==> config.mk <==
export PLATFORM = sky130hd
export DESIGN_NAME = gpio_mux_port
export DESIGN_NICKNAME = d
export VERILOG_FILES = /design/src/rtl/gpio_port_pkg.sv /design/src/rtl/gpio_in_sync.sv /design/src/rtl/gpio_addr_hold.sv /design/src/rtl/gpio_port_regs.sv /design/src/rtl/gpio_pin_drive.sv /design/src/rtl/gpio_mux_port.sv
export SDC_FILE = /design/constraint.sdc
export NUM_CORES = 1
export LEC_CHECK = 0
export ABC_AREA = 1
export ABC_CLOCK_PERIOD_IN_PS = 1010
export BUFFER_PORTS_ARGS = -buffer_cell sky130_fd_sc_hd__buf_2
export CORE_UTILIZATION = 45
export DETAILED_ROUTE_END_ITERATION = 10
export MAX_ROUTING_LAYER = met4
export PLACE_DENSITY = 0.75
export RECOVER_POWER = 50
export SETUP_SLACK_MARGIN = 0.4
export SLEW_MARGIN = 10
export SYNTH_ARGS = -nofsm -noshare
export SYNTH_HDL_FRONTEND = slang
export SYNTH_SLANG_ARGS = --single-unit
==> constraint.sdc <==
create_clock -name clk -period 1.01 [get_ports clk]
set_input_delay 0.1515 -clock clk [delete_from_list [all_inputs] [get_ports clk]]
set_output_delay 0.1515 -clock clk [all_outputs]
set_load 0.01 [all_outputs]
==> src/rtl/gpio_port_pkg.sv <==
package gpio_port_pkg;
  localparam int REG_AW = 3;

  typedef enum logic [1:0] {
    SRC_DATA  = 2'd0,
    SRC_ADDR  = 2'd1,
    SRC_MACRO = 2'd2,
    SRC_CSEL  = 2'd3
  } src_e;

  localparam logic [REG_AW-1:0] RA_PIN   = 3'd0;
  localparam logic [REG_AW-1:0] RA_DOUT  = 3'd1;
  localparam logic [REG_AW-1:0] RA_DIR   = 3'd2;
  localparam logic [REG_AW-1:0] RA_CTRL  = 3'd3;
  localparam logic [REG_AW-1:0] RA_MACRO = 3'd4;
endpackage

==> src/rtl/gpio_in_sync.sv <==
module gpio_in_sync #(
  parameter int W      = 8,
  parameter int STAGES = 2
) (
  input  logic         clk,
  input  logic         rst,
  input  logic [W-1:0] d,
  output logic [W-1:0] q
);
  logic [W-1:0] stage_q [STAGES];

  always_ff @(posedge clk) begin
    if (rst) begin
      for (int s = 0; s < STAGES; s++) stage_q[s] <= '0;
    end else begin
      stage_q[0] <= d;
      for (int s = 1; s < STAGES; s++) stage_q[s] <= stage_q[s-1];
    end
  end

  assign q = stage_q[STAGES-1];
endmodule

==> src/rtl/gpio_addr_hold.sv <==
module gpio_addr_hold #(
  parameter int W = 8
) (
  input  logic         clk,
  input  logic         rst,
  input  logic         ale,
  input  logic [W-1:0] addr_in,
  output logic [W-1:0] view
);
  logic [W-1:0] hold_q;

  always_ff @(posedge clk) begin
    if (rst)      hold_q <= '0;
    else if (ale) hold_q <= addr_in;
  end

  // Open while the enable is high, closed on the held copy otherwise.
  assign view = ale ? addr_in : hold_q;
endmodule

==> src/rtl/gpio_port_regs.sv <==
module gpio_port_regs
  import gpio_port_pkg::*;
#(
  parameter int W            = 8,
  parameter bit HAS_CTRL_SEL = 1'b1
) (
  input  logic              clk,
  input  logic              rst,
  input  logic              we,
  input  logic [REG_AW-1:0] addr,
  input  logic [W-1:0]      wdata,
  input  logic [W-1:0]      pin_sync,
  input  logic [W-1:0]      mc_out,
  output logic [W-1:0]      dout_q,
  output logic [W-1:0]      dir_q,
  output logic [W-1:0]      ctrl_q,
  output logic [W-1:0]      rdata
);
  logic [W-1:0] rd_mux;

  always_ff @(posedge clk) begin
    if (rst) begin
      dout_q <= '0;
      dir_q  <= '0;
      ctrl_q <= '0;
    end else if (we) begin
      case (addr)
        RA_DOUT: dout_q <= wdata;
        RA_DIR:  dir_q  <= wdata;
        RA_CTRL: if (HAS_CTRL_SEL) ctrl_q <= wdata;
        default: ;
      endcase
    end
  end

  always_comb begin
    case (addr)
      RA_PIN:   rd_mux = pin_sync;
      RA_DOUT:  rd_mux = dout_q;
      RA_DIR:   rd_mux = dir_q;
      RA_CTRL:  rd_mux = ctrl_q;
      RA_MACRO: rd_mux = mc_out;
      default:  rd_mux = '0;
    endcase
  end

  always_ff @(posedge clk) begin
    if (rst) rdata <= '0;
    else     rdata <= rd_mux;
  end
endmodule

==> src/rtl/gpio_pin_drive.sv <==
module gpio_pin_drive
  import gpio_port_pkg::*;
(
  input  logic clk,
  input  logic rst,
  input  src_e sel,
  input  logic dout,
  input  logic lat,
  input  logic mc,
  input  logic cs,
  input  logic oe_from_mc,
  input  logic mc_oe,
  input  logic dir,
  output logic pad_out,
  output logic pad_oe
);
  logic nxt_out;

  always_comb begin
    case (sel)
      SRC_ADDR:  nxt_out = lat;
      SRC_MACRO: nxt_out = mc;
      SRC_CSEL:  nxt_out = cs;
      default:   nxt_out = dout;
    endcase
  end

  always_ff @(posedge clk) begin
    if (rst) begin
      pad_out <= 1'b0;
      pad_oe  <= 1'b0;
    end else begin
      pad_out <= nxt_out;
      pad_oe  <= oe_from_mc ? mc_oe : dir;
    end
  end
endmodule

==> src/rtl/gpio_mux_port.sv <==
module gpio_mux_port
  import gpio_port_pkg::*;
#(
  parameter int W            = 8,
  parameter bit HAS_CTRL_SEL = 1'b1,
  parameter int SYNC_STAGES  = 2
) (
  input  logic              clk,
  input  logic              rst,
  input  logic              reg_we,
  input  logic [REG_AW-1:0] reg_addr,
  input  logic [W-1:0]      reg_wdata,
  output logic [W-1:0]      reg_rdata,
  input  logic              ale,
  input  logic [W-1:0]      addr_in,
  input  logic [W-1:0]      mc_out,
  input  logic [W-1:0]      mc_oe,
  input  logic [W-1:0]      cs_in,
  input  logic [2*W-1:0]    cfg_sel,
  input  logic [W-1:0]      cfg_oe_mc,
  input  logic [W-1:0]      pad_in,
  output logic [W-1:0]      pad_out,
  output logic [W-1:0]      pad_oe
);
  logic [W-1:0] pin_sync;
  logic [W-1:0] lat_q;
  logic [W-1:0] dout_q;
  logic [W-1:0] dir_q;
  logic [W-1:0] ctrl_q;

  gpio_in_sync #(.W(W), .STAGES(SYNC_STAGES)) u_sync (
    .clk(clk), .rst(rst), .d(pad_in), .q(pin_sync)
  );

  gpio_addr_hold #(.W(W)) u_alat (
    .clk(clk), .rst(rst), .ale(ale), .addr_in(addr_in), .view(lat_q)
  );

  gpio_port_regs #(.W(W), .HAS_CTRL_SEL(HAS_CTRL_SEL)) u_regs (
    .clk(clk), .rst(rst), .we(reg_we), .addr(reg_addr), .wdata(reg_wdata),
    .pin_sync(pin_sync), .mc_out(mc_out),
    .dout_q(dout_q), .dir_q(dir_q), .ctrl_q(ctrl_q), .rdata(reg_rdata)
  );

  for (genvar i = 0; i < W; i++) begin : g_pin
    src_e cfg_code;
    src_e eff_sel;
    assign cfg_code = src_e'(cfg_sel[2*i +: 2]);

    if (HAS_CTRL_SEL) begin : g_ctrl
      assign eff_sel = ctrl_q[i] ? cfg_code : SRC_DATA;
    end else begin : g_static
      assign eff_sel = cfg_code;
    end

    gpio_pin_drive u_pin (
      .clk(clk), .rst(rst), .sel(eff_sel),
      .dout(dout_q[i]), .lat(lat_q[i]), .mc(mc_out[i]), .cs(cs_in[i]),
      .oe_from_mc(cfg_oe_mc[i]), .mc_oe(mc_oe[i]), .dir(dir_q[i]),
      .pad_out(pad_out[i]), .pad_oe(pad_oe[i])
    );
  end
endmodule

==> results of run 1 <==
Yosys cell counts:
| library cell | n |
|---|---|
| nand4_1 | 10 |
| nor2_4 | 1 |
| nor2_2 | 1 |
| nand3_1 | 45 |
| nand3_4 | 2 |
| clkbuf_1 | 8 |
| nand2_1 | 79 |
| buf_2 | 6 |
| nor2_1 | 64 |
| o21ai_0 | 40 |
| nor2_8 | 1 |
| inv_2 | 4 |
| o21ai_1 | 2 |
| a21oi_1 | 32 |
| clkinv_2 | 1 |
| buf_4 | 18 |
| inv_1 | 49 |
| dfxtp_1 | 72 |
cell usage in the layout (no fill, tap or decap), types with 3 or more instances in the layout:
master    count
nor2_2        3
clkbuf_8     11
dfxtp_4       5
buf_6        20
nor2_1       60
nand3_4       4
o21ai_2      28
nand3_1      44
nor2_4        3
nand2_1      69
nand4_1      10
inv_1        48
o21ai_0       5
a21oi_2      12
nand2_4       6
nand2_2       4
a21oi_1      20
dfxtp_1      48
o21ai_1       9
buf_4        17
dfxtp_2      19
buf_2        86
inv_2         4
clkbuf_2      3
final cells by class:
class / count / area (sq um)
Timing Repair Buffer: 132 / 868
Sequential cell: 72 / 1480
Fill cell: 514 / 2080
Tap cell: 77 / 96.3
Inverter: 54 / 208
Multi-Input combinational cell: 279 / 1530
Clock buffer: 11 / 151
Clock inverter: 5 / 78.8
power by group through the flow:
stage | Combinational, mW | Sequential, mW | Clock (mW)
3_3_place_gp | 0.714 | 3.07 | 0
3_5_place_dp | 0.727 | 3.07 | 0
5_1_grt | 0.984 | 3.02 | 2.76
2_1_floorplan | 0.453 | 3.06 | 0
6_report | 0.893 | 3.01 | 2.60
4_1_cts | 0.812 | 3.01 | 2.60
what timing repair did:
item                                    in CTS  in global routing
endpoints found under the setup margin      79                 79
endpoints found under the hold margin        8                  4
setup buffers                                6                  4
resized for setup                           83                 75
pin swaps                                   29                 19
cloned                                       2                  0
kinds of logic (layout without fill, tap and decap cells):
kind of cell / count (synthesis) / after routing / share of synthesized area [%]
simple gates: 203 / 205 / 28.9
buf+inv: 86 / 202 / 12.8
flops: 72 / 72 / 46.4
compound gates: 74 / 74 / 11.9
state kept, by name (all words and copies together) (netlist names):
| register | flops |
|---|---|
| u_sync.stage_q | 16 |
| g_pin.u_pin.pad_oe | 8 |
| g_pin.u_pin.pad_out | 8 |
| u_alat.hold_q | 8 |
| u_regs.ctrl_q | 8 |
| u_regs.dir_q | 8 |
| u_regs.dout_q | 8 |
| u_regs.rdata | 8 |
path summary, 6_finish.rpt:
kind / cells after the start / slack, ps / end / from
setup / recovery: 1 / 70 / pad_oe[6] / g_pin[6].u_pin.pad_oe$_SDFF_PP0_
hold / removal: 2 / -7 / g_pin[0].u_pin.pad_oe$_SDFF_PP0_ / cfg_oe_mc[0]
hold reg to reg: 2 / 400 / u_sync.stage_q[0][10]$_SDFF_PP0_ / u_sync.stage_q[0][2]$_SDFF_PP0_
setup reg to reg: 4 / 170 / u_regs.rdata[5]$_SDFF_PP0_ / u_regs.dir_q[5]$_SDFFE_PP0P_
routing by layer:
metal,vias up,global-route usage (%)
li1,1609,-
met1,1464,28.5
met2,148,41.1
met3,32,4.86
met4,0,10.2
met5,-,-
through the flow:
step / power [mW] / util (%) / hold WS [ps] / TNS (ps) / setup WS, ps
after floorplan: 3.51 / - / 245 / 0 / 156
after global placement: 3.78 / 57.4 / 341 / -678 / -54.1
after detailed placement: 3.80 / 57.4 / 346 / -1160 / -70.1
after CTS: 6.42 / 64.5 / -20.2 / 0 / 59.2
after global routing: 6.76 / 68.0 / -17.6 / 0 / 25.8
final: 6.50 / 68.0 / -7.46 / 0 / 73.0
==> metrics, run 1 <==
Cells after Synth 435; sequential power share 46.3%; initial DRC count 191; main area contributors after synthesis dfxtp_1 (46%), nand2_1 (9.5%), nor2_1 (7.7%); CP required 860 ps; final setup vio count 0; leakage 2.19 nW; min cycle time layout 937 ps; Hold Vio Cnt, Final 6; Antenna diodes 0; num rows 29; Net Sw Frac 25.1%; CP Class reg -> out; Crit Path Max Fanout 1; Synth area leader dfxtp_1; Yosys cell types 18; DR WL met2 4.21 mm; drt drc 0; Mapped Nets 514; setup repair after global routing missed its margin true; Routed WL per cell 13.7 microns; DRT met1 WL 3.43 mm; Max Cap Violations 0; CTS tree yes; Gate power share 13.7%; clock root cell clkbuf_8; power per cell area 1470 nW/um^2; smallest hold slack -7.46 ps; gp weighted congestion 0.887; Yosys reg bits 72; Met3 Wirelength 662 microns; final instance area 4420 sq um; post-route clock period utilization 92.8%; I/O Pins 103; Mapped Area 3110 sq um; Layout Nets 627; Slew headroom 49.3%; Initial Util 47.9%; endpoint class of the critical path output pin; vias per std cell 5.16; pin count of the biggest net entering global routing 35; H-Tree Depth 3; fmax 1070 MHz; port buffer count 102; fin. max-slew vios 0; crit-path cells buf_6; sequential area share after synthesis 46.4%; Bufs and invs on worst path 1; initial antenna violation count 0; vias in the first global route 2990; CP Data Arrival Time 790 ps; global-route wire length before repair 13.3 mm; GRT Total Usage 24.4%; CP delay by family, top flip-flops; share of the synthesized area in the top cell type 46.4%; drt total wl 8.62 mm; area grow syn2layout 42.2%; GR Overflow Total 0; clock transition at the registers of the reported paths 80 ps; internal power 4.87 mW; Worst Setup Start Kind flip-flop; final worst clock skew 6.89 ps; Slew @ Worst Pin 761 ps; Syn Area/Cell 7.14 sq um; Core ar. 6490 sq um; CP max stage cell dfxtp_2; maximum vdd drop 924 uV; failing checks negative hold slack; dpl cell area 3730 sq um; die area 7240 sq um; Clk pwr share 40.0%; CTS Buffer Depth 2; 1st-pass router iterations 4; non-filler cells, final 630; CP max stage delay 330 ps; Max Used Layer met4; status finished, violations left; dpl hpwl 5.65 mm; Worst-Skew Late Latency 350 ps; die width 85.1 microns; YS warnings 0; number of placed cells counting well taps 602; Die Height 85.1 microns; layout cells sized above 1 43.0%; Post-DRT Antenna Nets 0; number of buffers created by CTS 9; clk sinks 72; switching pwr 1.63 mW; via count 3253; HP Class in -> reg
Power figures use the tool's default switching activity.
==> run 2: changes to the inputs <==
- CORE_UTILIZATION: 45 -> 35
- PLACE_DENSITY: 0.75 -> default
==> run 2 against run 1 <==
- the run still ends with negative hold slack left
- critical endpoint is now reg_rdata[7]
- utilization down 14 points
- highest routed layer unchanged
- cell count grew 5.6%
- final area rose by 5.2%
- largest cell class unchanged
- first-iteration DRC count fell by 35%
- sequential power about the same
==> metrics, run 2 (synthesis gave the netlist of run 1 again) <==
clock transition at the registers of the reported paths 80 ps (about the same); Worst-Skew Late Latency 350 ps (about the same); CP max stage delay 330 ps (about the same); global-route wire length before repair 13.0 mm (-2.3%); initial antenna violation count 0 (unchanged); I/O Pins 103 (unchanged); Crit Path Max Fanout 1 (unchanged); initial DRC count 124 (-35%); CP Data Arrival Time 790 ps (about the same); endpoint class of the critical path output pin; num rows 34 (+17%); most flop-heavy register u_sync.stage_q; pin count of the biggest net entering global routing 41 (+17%); Hold Crit Depth 2 (unchanged); CTS tree yes; status finished, violations left; Layout Nets 631 (+0.64%); total design power 7.27 mW (+12%); Bufs and invs on worst path 1 (unchanged); via count 3170 (-2.6%); final instance area 4650 sq um (+5.2%); Hold Vio Cnt, Final 6 (unchanged); fin. max-slew vios 0 (unchanged); drt drc 0 (unchanged); final worst clock skew 9.93 ps (+3.03 ps); H-Tree Depth 3 (unchanged); CP delay by family, top flip-flops; leakage 2.26 nW (+3.3%); GRT Total Usage 19.6% (-4.8 points); final setup vio count 0 (unchanged); smallest hold slack -17.7 ps (-10.2 ps); Initial Util 35.8% (-12 points); area grow syn2layout 49.6%; drt total wl 8.86 mm (+2.8%); vias in the first global route 2860 (-4.3%); Setup Total Neg Slack 0 ps (unchanged); setup repair after global routing missed its margin true; port buffer count 102 (unchanged); die width 96.2 microns (+13%); CTS Buffer Depth 2 (unchanged); HP Class in -> reg; most frequent cells in the layout buf_2 (89), nand2_1 (62), nor2_1 (58); R2R cell count 4 (unchanged); dpl hpwl 6.08 mm (+7.7%); power per cell area 1560 nW/um^2 (+6.3%); Routed WL per cell 13.3 microns (-2.6%); Core ar. 8680 sq um (+34%); commonest non-fill, non-tap cell in the layout buf_2; gp weighted congestion 0.856 (-3.5%); Levels on crit path 1 (unchanged); failing checks negative hold slack; maximum vdd drop 866 uV (-6.3%); number of buffers created by CTS 9 (unchanged); max FFs per register 16 (unchanged); post-route clock period utilization 93.1% (+0.29 points); CP Class reg -> out; min cycle time layout 940 ps (+2.88 ps); clock root cell clkbuf_8; clk sinks 72 (unchanged); layout cells sized above 1 45.6% (+2.6 points); Antenna diodes 0 (unchanged); CP max stage cell dfxtp_2; vias per std cell 4.77 (-7.7%); Post-DRT Antenna Nets 0 (unchanged); 1st-pass router iterations 4 (unchanged); fmax 1060 MHz (-0.31%); crit-path cells buf_6; Slew @ Worst Pin 841 ps (+80.0 ps); Slew headroom 43.9% (-5.3 points); Worst Setup Start Kind flip-flop; Max Cap Violations 0 (unchanged); GR Overflow Total 0 (unchanged); dpl cell area 3760 sq um (+1.0%); die area 9260 sq um (+28%); CP required 860 ps (about the same); Die Height 96.2 microns (+13%)
==> run 2: cell count changes in the layout (fill, tap and decap cells not counted), sizes merged <==
cell	before	now
buf	126	133
bufinv	2	5
clkbuf	17	14
clkinv	3	2
inv	54	52
==> run 2: per-layer routing <==
metal	track usage (%)	share of wire [%]	vias up
met5	-	0	-
met4	11.2	2.5	0
met3	5.53	5.7	21
met2	30.2	48	96
met1	22.9	44	1432
li1	-	-	1621
==> run 2: area by class of cell <==
cell class                      count  area [sq um]
Clock buffer                       11           151
Clock inverter                      5           150
Fill cell                         819          4030
Inverter                           54           235
Multi-Input combinational cell    279          1550
Sequential cell                    72          1490
Tap cell                          108           135
Timing Repair Buffer              136           938
==> run 2: repair_timing <==
item,CTS,global route
gates resized for setup,75,109
setup endpoints to repair,79,79
gates cloned,2,0
hold endpoints to repair,12,9
pin swaps,25,34
buffers inserted,8,11
==> run 2: final timing paths <==
check	start	end	slack, ps
min	cfg_oe_mc[1]	g_pin[1].u_pin.pad_oe$_SDFF_PP0_	-20
min reg2reg	u_sync.stage_q[0][0]$_SDFF_PP0_	u_sync.stage_q[0][8]$_SDFF_PP0_	400
max	u_regs.rdata[7]$_SDFF_PP0_	reg_rdata[7]	70
max reg2reg	u_regs.dir_q[5]$_SDFFE_PP0P_	u_regs.rdata[5]$_SDFF_PP0_	130
==> run 2: per-stage QoR <==
step / cells / util (%) / setup slack [ps]
after global placement: 628 / 43.4 / -118
after detailed placement: 628 / 43.4 / -126
after global routing: 665 / 53.6 / 25.0
after CTS: 654 / 49.8 / 48.1
after floorplan: 435 / - / 156
final: 665 / 53.6 / 70.1
==> run 2: where the power goes <==
part | switching (mW) | leakage [nW] | internal (mW)
Clock | 1.06 | 0.150 | 2.28
Sequential | 0.0567 | 0.604 | 2.95
Combinational | 0.504 | 1.51 | 0.417
Total | 1.62 | 2.26 | 5.64
